==> src/rtl/chain_stage_pkg.sv <==
package chain_stage_pkg;

    typedef enum logic [1:0] {
        ST_IDLE  = 2'd0,
        ST_SHIFT = 2'd1,
        ST_LATCH = 2'd2
    } stage_state_t;

endpackage

==> src/rtl/chain_sync.sv <==
module chain_sync #(
    parameter int               WIDTH   = 3,
    parameter int               DEPTH   = 2,
    parameter logic [WIDTH-1:0] RST_VAL = '0
) (
    input  logic             clk,
    input  logic             rst_n,
    input  logic [WIDTH-1:0] d,
    output logic [WIDTH-1:0] q
);

    logic [WIDTH-1:0] pipe [DEPTH];

    for (genvar g = 0; g < DEPTH; g++) begin : g_stage
        if (g == 0) begin : g_first
            always_ff @(posedge clk or negedge rst_n) begin
                if (!rst_n) pipe[g] <= RST_VAL;
                else        pipe[g] <= d;
            end
        end else begin : g_next
            always_ff @(posedge clk or negedge rst_n) begin
                if (!rst_n) pipe[g] <= RST_VAL;
                else        pipe[g] <= pipe[g-1];
            end
        end
    end

    assign q = pipe[DEPTH-1];

endmodule

==> src/rtl/chain_stage_fsm.sv <==
module chain_stage_fsm
    import chain_stage_pkg::*;
(
    input  logic clk,
    input  logic rst_n,
    input  logic sel_s,
    output logic active,
    output logic load,
    output logic valid
);

    stage_state_t state_q, state_d;

    always_ff @(posedge clk or negedge rst_n) begin
        if (!rst_n) state_q <= ST_IDLE;
        else        state_q <= state_d;
    end

    always_comb begin
        state_d = state_q;
        unique case (state_q)
            ST_IDLE:  if (!sel_s) state_d = ST_SHIFT;
            ST_SHIFT: if (sel_s)  state_d = ST_LATCH;
            ST_LATCH: state_d = ST_IDLE;
            default:  state_d = ST_IDLE;
        endcase
    end

    always_comb begin
        active = 1'b0;
        load   = 1'b0;
        valid  = 1'b0;
        unique case (state_q)
            ST_IDLE:  ;
            ST_SHIFT: begin
                active = 1'b1;
                load   = sel_s;
            end
            ST_LATCH: valid = 1'b1;
            default:  ;
        endcase
    end

    // shifting is only possible after the select was seen low
    p_en_after_select_r1: assert property (@(posedge clk) disable iff (!rst_n)
        active |-> !$past(sel_s));

    // strobe lasts a single clock
    p_valid_pulse_r5: assert property (@(posedge clk) disable iff (!rst_n)
        valid |=> !valid);

endmodule

==> src/rtl/chain_shifter.sv <==
module chain_shifter #(
    parameter int WORD_W = 8
) (
    input  logic              clk,
    input  logic              rst_n,
    input  logic              active,
    input  logic              load,
    input  logic              sclk_s,
    input  logic              sdi_s,
    output logic              sdo_bit,
    output logic [WORD_W-1:0] word_out
);

    localparam int MSB = WORD_W - 1;

    logic              sclk_q;
    logic              cap_q;
    logic [WORD_W-1:0] shreg_q;
    logic [WORD_W-1:0] word_q;
    logic              rise, fall;

    assign rise = active &  sclk_s & ~sclk_q;
    assign fall = active & ~sclk_s &  sclk_q;

    always_ff @(posedge clk or negedge rst_n) begin
        if (!rst_n) begin
            sclk_q  <= 1'b0;
            cap_q   <= 1'b0;
            shreg_q <= '0;
            word_q  <= '0;
        end else begin
            sclk_q <= sclk_s;
            if (rise) cap_q   <= sdi_s;
            if (fall) shreg_q <= {shreg_q[MSB-1:0], cap_q};
            if (load) word_q  <= shreg_q;
        end
    end

    assign sdo_bit  = shreg_q[MSB];
    assign word_out = word_q;

    // register untouched while the stage is not shifting
    p_hold_when_idle_r1: assert property (@(posedge clk) disable iff (!rst_n)
        !active |=> $stable(shreg_q));

endmodule

==> src/rtl/chain_shift_stage.sv <==
module chain_shift_stage #(
    parameter int WORD_W     = 8,
    parameter int SYNC_DEPTH = 2
) (
    input  logic              clk,
    input  logic              rst_n,
    input  logic              sclk,
    input  logic              sel_n,
    input  logic              sdi,
    output logic              sdo,
    output logic              sdo_en,
    output logic [WORD_W-1:0] word_out,
    output logic              word_valid
);

    logic [2:0] sync_q;
    logic       sel_s, sclk_s, sdi_s;
    logic       active, load, sdo_bit;

    chain_sync #(
        .WIDTH  (3),
        .DEPTH  (SYNC_DEPTH),
        .RST_VAL(3'b100)
    ) u_sync (
        .clk  (clk),
        .rst_n(rst_n),
        .d    ({sel_n, sclk, sdi}),
        .q    (sync_q)
    );

    assign sel_s  = sync_q[2];
    assign sclk_s = sync_q[1];
    assign sdi_s  = sync_q[0];

    chain_stage_fsm u_fsm (
        .clk   (clk),
        .rst_n (rst_n),
        .sel_s (sel_s),
        .active(active),
        .load  (load),
        .valid (word_valid)
    );

    chain_shifter #(
        .WORD_W(WORD_W)
    ) u_shift (
        .clk     (clk),
        .rst_n   (rst_n),
        .active  (active),
        .load    (load),
        .sclk_s  (sclk_s),
        .sdi_s   (sdi_s),
        .sdo_bit (sdo_bit),
        .word_out(word_out)
    );

    assign sdo_en = active;
    assign sdo    = active & sdo_bit;

    // parallel word moves only together with the strobe
    p_word_with_strobe_r5: assert property (@(posedge clk) disable iff (!rst_n)
        (word_out != $past(word_out)) |-> word_valid);

    // strobe follows a released select
    p_strobe_after_release_r5: assert property (@(posedge clk) disable iff (!rst_n)
        word_valid |-> $past(sel_s));

endmodule

==> config.mk <==
export PLATFORM = sky130hd
export DESIGN_NAME = chain_shift_stage
export DESIGN_NICKNAME = d
export VERILOG_FILES = /design/src/rtl/chain_stage_pkg.sv /design/src/rtl/chain_sync.sv /design/src/rtl/chain_stage_fsm.sv /design/src/rtl/chain_shifter.sv /design/src/rtl/chain_shift_stage.sv
export SDC_FILE = /design/constraint.sdc
export NUM_CORES = 1
export LEC_CHECK = 0
export BUFFER_PORTS_ARGS = -buffer_cell sky130_fd_sc_hd__buf_2
export CAP_MARGIN = 20
export CORE_MARGIN = 1.5
export CORE_UTILIZATION = 49
export DETAILED_ROUTE_END_ITERATION = 7
export PLACE_DENSITY_LB_ADDON = 0.15
export SYNTH_ARGS = -nofsm -noshare
export SYNTH_HDL_FRONTEND = slang
export SYNTH_SLANG_ARGS = --single-unit
==> constraint.sdc <==
create_clock -name clk -period 3.5 [get_ports clk]
set_input_delay 0.35 -clock clk [delete_from_list [all_inputs] [get_ports clk]]
set_output_delay 0.35 -clock clk [all_outputs]
set_load 0.01 [all_outputs]
==> results list, run 1 <==
- IO Port Bufs: 15
* Worst-case vdd ir drop: 310 uV
* Category of the most critical setup path: reg -> out
- Leaving out filler cells and counting taps, the final layout contains 95.
* Outcome: finished clean
- The worst setup path is launched from a register.
- The placed instances occupy a cell area of approximately 0.0010 mm^2.
- Number of unique standard cell types used by synthesis: 13
- In this run the power spent charging and discharging nets is around 0.18 mW.
* Post-synth top area cell: dfrtp_1
- Per report_power, the sequential group accounts for 58.6% of the total.
- TritonCTS clock tree: built
* Clock transition time at the flip-flop clock pins of the worst setup and hold paths: ~0.13 ns
* Worst-path cell chain: and2b_1 -> and2_1 -> buf_2
- Counting flops with a built-in enable in the synthesized netlist gives 0.
* Number of sinks driven by the clock tree: 26
- Post-CTS setup buffer count: 0
- Setup violations remaining at the end of the flow were counted as 0.
- FMAX: 648 MHz
* Most common library cells after synthesis: 24 x dfrtp_1, 9 x mux2_2, 8 x mux2_4
- # hold bufs at CTS: 0
- Initial core utilization: 53.8%
- In this run the deepest clock path goes through 2 buffers.
- Reg-to-reg critical path startpoint: u_fsm.state_q[1]
- Using the TritonRoute via totals, the vias-per-cell ratio works out to 4.84.
- Post-cts sizing count: 0
- The initial antenna violation count is 0.
* Total nets after synthesis: 57
- Share of post-route cells with drive strength above 1: 57.1%
- After layout, the worst path uses 44.1% of the clock period.
- Most frequent cell after synthesis: dfrtp_1
- The net count of the finished layout is 76.
- Post-layout min period: approximately 1.5 ns
- Placed cells: 91
* Layout Area Growth over Synthesis: 13.8%
- Grouping stages by cell kind, the critical path spends the most delay in flip-flops.
- Post-synthesis average cell area: between 15 and 20 um^2
- Placer congestion estimate: ~0.63
- Most area-consuming cells after synthesis: dfrtp_1 63%, mux2_4 13%, mux2_2 11%, dfstp_2 5.5%, and4bb_1 1.3%
- Synthesized area: 950 um^2
- Setup crit end kind: output port
- In this run the register-to-register setup slack is a little over 2 ns.
- All-Layer GR Usage: 11.9%
* Count of routing violations after the opening detailed-route iteration: 5
- Seq/Total Area, Yosys: 68.8%
* Clock Skew: 0.00866 ns
- After floorplanning, the core was sized to cover 0.00176 mm^2.
- The most critical setup path has its startpoint at u_fsm.state_q[1].
- For this design the ratio of total power to cell area is 651 mW/mm^2.
- The largest individual stage delay along the critical path comes from the cell dfrtp_1.
* Synthesized netlist cell count: 52
- Summed over all cells, the static leakage comes to 0.554 nW.
- Die width: approximately 47 um
- In this run the tightest slew margin relative to its limit is a little over three fifths.
- Cell at the root of the clock tree: clkbuf_4
- Std cell rows: 15
- Total DRC errors in the routed layout: 0
* Drt pass-1 iters: 3
* Internal power component: 0.528 mW
- Counting both buffers and inverters, the worst setup path holds a total of 1.
- The tool flagged a number of max-cap violations equal to 0.
- Area enclosed by the die boundary: 0.00221 mm^2
- The worst register-to-register path ends at u_shift.shreg_q[0].
- Total count of hold-check failures in the final report: 0
- Number of global-route vias before repair: about 400
- Warning count from the yosys run: 0
* Count of inserted antenna diode cells: 0
* Design Area, Final: 0.00108 mm^2
* Die Span Y: around 47 um
* Proportion of register bits with asynchronous set or reset after synthesis: 100%
- Count of filler cells inserted in the layout: 150
- Setup repair after global routing missed its margin: false
- Fin. max-slew vios: 0
- The min-delay analysis places its worst path in the category in -> async.
* Fraction of synthesized cell area taken by the top area cell type: between 60 and 70%
- Worst endpoint required time: approximately 3.2 ns
* Latest clock arrival within the worst-skew pair: 0.31 ns
* H-tree depth: 1
- Wire length of the first global-routing pass: 1.73 mm
- TritonCTS created 3 clock buffers.
- Setup total negative slack: 0 ns
- After detailed routing, the average wire length per cell comes to 12.1 um.
- Pin placement for this block handled 16 I/O pins.
- Per report_power, the combinational group accounts for 20.8% of the total.
- Slowest Stage Delay on Critical Path: 0.42 ns
* DR vias: 460
- Entering global routing, the biggest net connects 27 pins.
- Number of cells traversed by the worst register-to-register path: 2
- At the pin with the least slew margin, the transition time is 0.551 ns.
- In this run the remaining antenna-violating nets after routing total 0.
- For the worst setup path, the data arrival time is 1.19 ns.
* Largest fanout of any net on the critical path: 6
- Net switching is 24.9% of the power.
* Total Wirelength: 1.15 mm
* Top flip-flop cell by instance count after synthesis: dfrtp_1
* Part of the total power dissipated in the clock network: 20.7%
- In this run, synthesis produced a sequential element count of 26.
- Summed over all layers, the global routing overflow is 0.
[metal layers]
layer | global-route usage [%] | vias up | part of all wire, %
li1 | - | 217 | -
met4 | 8.33 | 0 | 0
met2 | 15.9 | 13 | 42
met5 | 0 | - | 0
met3 | 3.46 | 0 | 4.8
met1 | 16.7 | 230 | 53
[power groups by stage]
stage / clock, mW / sequential [mW] / combinational, mW
floorplan: 0 / 0.425 / 0.0882
global placement: 0 / 0.417 / 0.147
detailed placement: 0 / 0.419 / 0.148
CTS: 0.152 / 0.413 / 0.149
global route: 0.161 / 0.422 / 0.159
finish: 0.145 / 0.412 / 0.146
[worst max path at each step]
stage / to / slack (ns) / cells after the start
floorplan: u_shift.shreg_q[0] / 2.29 / 3
global placement: u_shift.shreg_q[0] / 2.06 / 2
detailed placement: u_shift.shreg_q[0] / 2.05 / 2
CTS: sdo / 1.93 / 3
global route: sdo / 1.87 / 3
finish: sdo / 1.96 / 3
[cell families after synthesis]
logic type             count (synthesis)  share of synthesized area (%)
buffers and inverters                  2                           1.58
and+or+nand+nor                        7                           6.32
muxes                                 17                           23.3
DFF                                   26                           68.8
[cell type report]
cell class	instances	area, um^2	share of cell area [%]
sequential	26	653	60.4
multi-input combinational	24	282	26.0
timing repair buffer	15	75.1	6.94
clock buffer	4	36.3	3.36
tap	25	31.3	2.89
inverter	1	3.75	0.347
[state kept, by name (all words and copies together) (netlist names)]
name and count:
u_fsm.state_q 2, u_shift.sclk_q 1, u_shift.word_out 8, u_sync.pipe 3
u_shift.cap_q 1, u_shift.shreg_q 8, u_sync.q 3
[per-stage QoR]
step                total power [mW]  utilization, %  setup slack [ns]  hold slack (ns)
detailed placement             0.567            59.2              2.05            0.336
global placement               0.564            59.2              2.06            0.335
global route                   0.742            61.3              1.87           0.0369
finish                         0.703            61.3              1.96          0.00292
CTS                            0.713            61.3              1.93           0.0146
floorplan                      0.513               -              2.29           0.0544
[cells in the final DEF (no fill, tap or decap), drive strengths merged]
cell / n
and4bb: 2
dfrtp: 24
dfstp: 2
nor2: 1
inv: 1
and2: 1
nor2b: 1
clkbuf: 4
and2b: 1
nand3b: 1
buf: 15
mux2: 17
(Power assumes the default switching activity.)
==> run 2, diff against run 1 <==
--- a/config.mk
+++ b/config.mk
@@ -8,7 +8,7 @@
 export BUFFER_PORTS_ARGS = -buffer_cell sky130_fd_sc_hd__buf_2
 export CAP_MARGIN = 20
 export CORE_MARGIN = 1.5
-export CORE_UTILIZATION = 49
+export CORE_UTILIZATION = 47
 export DETAILED_ROUTE_END_ITERATION = 7
 export PLACE_DENSITY_LB_ADDON = 0.15
 export SYNTH_ARGS = -nofsm -noshare
==> constraint.sdc (replaced) <==
create_clock -name clk -period 1.4 [get_ports clk]
set_input_delay 0.14 -clock clk [delete_from_list [all_inputs] [get_ports clk]]
set_output_delay 0.14 -clock clk [all_outputs]
set_load 0.01 [all_outputs]
==> run 2 against run 1 <==
Register-to-register slack worse by 1.9 ns. Worst hold slack better by 0.34 ns. Flip-flop and latch count unchanged. Critical path type unchanged. Largest power group unchanged.
==> results list, run 2 (same netlist as run 1, synthesis figures left out) <==
- Worst slew pin tran: approximately 0.54 ns
* Number of sinks driven by the clock tree: 26
- Total Wirelength: 1.24 mm
- Buffer and inverter count on the worst path: 1
* Layout Nets: 81
* Worst-case vdd ir drop: roughly 870 uV
- STA puts the critical path data required time at 1.26 ns.
* Largest fanout of any net on the critical path: 6
- Net switching is 25.0% of the power.
- Leaving out fill and tap cells, the most frequent cell in the layout is dfrtp_1.
* Pwr Total: 1.77 mW
- Hold_ws: 0.340 ns
- Setup repair after global routing missed its margin: true
- Clock-pin slew was measured on the worst setup and hold paths at roughly 0.13 ns.
- Overflow left after global routing: 0
* Number of cells traversed by the worst register-to-register path: 3
- Combinational logic burns 21.6% of the power.
* Count of inserted antenna diode cells: 0
* Commonest cells after routing, fill and taps aside: 24 x dfrtp_1, 15 x buf_2, 9 x mux2_2, 8 x mux2_4, 4 x dlygate4sd3_1
* Setup total negative slack: 0 ns
- Of the cells placed in the final design, the portion with a size suffix greater than 1 is between 50% and 60%.
- DPL Wire Length: 848 um
* Clock Path Buffers: 2
* Layout Area Growth over Synthesis: 20.4%
- Drt pass-1 iters: 3
- Std cell rows: 16
- Latest clock arrival within the worst-skew pair: 0.31 ns
* Critical Path Slowest Stage Cell: dfrtp_1
- Outcome: finished clean
- Worst min path class: in -> async
- The share of total power dissipated in sequential elements is about 58%.
- After detailed routing, the number of remaining DRC violations is 0.
- Fin. max-slew vios: 0
- Traced cell by cell, the critical path runs through and2b_1 -> and2_1 -> buf_2.
- In the finished design, the share of the clock period the worst path needs comes to between 90% and 100%.
- IO Port Bufs: 15
* Count of routing violations after the opening detailed-route iteration: 1
- Data arrives at the worst endpoint at 1.18 ns.
- TritonCTS clock tree: built
- The internal power of the cells totals 1.33 mW.
- H-tree depth: 1
- The worst setup path is launched from a register.
- Avg WL per Cell: 12.2 um
- Die width: 48.0 um
* Die Span Y: 48.0 um
- The number of clock buffers added by TritonCTS is 3.
- DR vias: 472
- The final count of hold timing violations was 0.
- Summed over all cells, the static leakage comes to 0.579 nW.
- Final-report setup violation count: 0
* Post-layout min period: ~1.3 ns
- After clock tree synthesis, the setup repair step added 0 buffers.
* Wire length of the first global-routing pass: 1.84 mm
- After floorplanning, the core was sized to cover 0.00192 mm^2.
* Clock Skew: approximately 0.009 ns
* Part of the total power dissipated in the clock network: 20.4%
* Total stage count of the critical path: 3
- Placer congestion estimate: 0.660
* FMAX: approximately 760 MHz
* Cell at the root of the clock tree: clkbuf_4
- For this configuration, the core starts out at a cell density of 49.4%.
* All-Layer GR Usage: 12.2%
- Antenna Nets Post-Route: 0
- The initial antenna violation count was 0.
* Normalized max-slew margin: 63.9%
- The via count of the first global-routing pass came to roughly 430.
* Count of filler cells inserted in the layout: 155
- The floorplan step defined a die boundary enclosing 0.00230 mm^2.
* Pwr per Cell Area: 1550 mW/mm^2
* Avg Vias per Cell: between 4 and 5
- Total I/O pin count: 16
- Maximum number of pins on one net before global-route repair: 27
- The largest single stage delay on the critical path is between 0.4 and 0.5 ns.
- The critical path is of the reg -> out type.
- For this design the total switching power over the nets is 0.443 mW.
- Setup crit end kind: output port
- Dominant delay contributor by cell family on the critical path: flip-flops
- The tool flagged a number of max-cap violations equal to 0.
[run 2: changes by cell type in the layout (fill, tap and decap cells not counted), sizes merged]
| cell | previous run | this run |
|---|---|---|
| buf | 15 | 16 |
| dlygate4sd3 | 0 | 4 |
[run 2: final timing paths]
path | from | end | slack [ns]
max in group asynchronous | rst_n | u_sync.q[2] | 0.68
min in group clk | u_sync.pipe[5] | u_sync.q[2] | 0.37
min reg2reg | u_sync.pipe[5] | u_sync.q[2] | 0.37
max reg2reg | u_fsm.state_q[1] | u_shift.shreg_q[7] | 0.12
min | rst_n | u_shift.shreg_q[6] | 0.34
max | u_fsm.state_q[1] | sdo | 0.08
[run 2: routing by layer]
| metal | routed length (um) | GRT usage, % |
|---|---|---|
| met1 | 596 | 15.6 |
| met2 | 604 | 18.9 |
| met3 | 40 | 4.53 |
| met4 | 0 | 4.86 |
| met5 | 0 | 0 |
[run 2: power by group through the flow]
stage	Sequential, mW	Clock [mW]	Combinational (mW)
finish	1.03	0.361	0.383
global placement	1.04	0	0.376
global route	1.06	0.405	0.418
floorplan	1.06	0	0.221
CTS	1.03	0.375	0.391
detailed placement	1.05	0	0.380
[run 2: stage by stage]
step                      area [um^2]  util, %  instances  setup WS, ns
after floorplan                   950        -         52         0.191
after detailed placement         1070     55.5         94         0.117
after global placement           1070     55.5         94         0.128
final                            1140     59.5        102        0.0830
after global routing             1140     59.5        102       -0.0342
after CTS                        1140     59.5        102        0.0451
[run 2: area by class of cell]
type                       instances  area, um^2  area share (%)
timing repair buffer              20         135            11.8
inverter                           1        3.75           0.328
sequential                        26         653            57.1
multi-input combinational         24         282            24.6
tap                               27        33.8            2.95
clock buffer                       4        36.3            3.17
[run 2: what timing repair did]
item,in CTS,in global routing
resized for setup,0,0
hold endpoints to repair,27,0
hold buffers,4,0
setup endpoints to repair,0,1
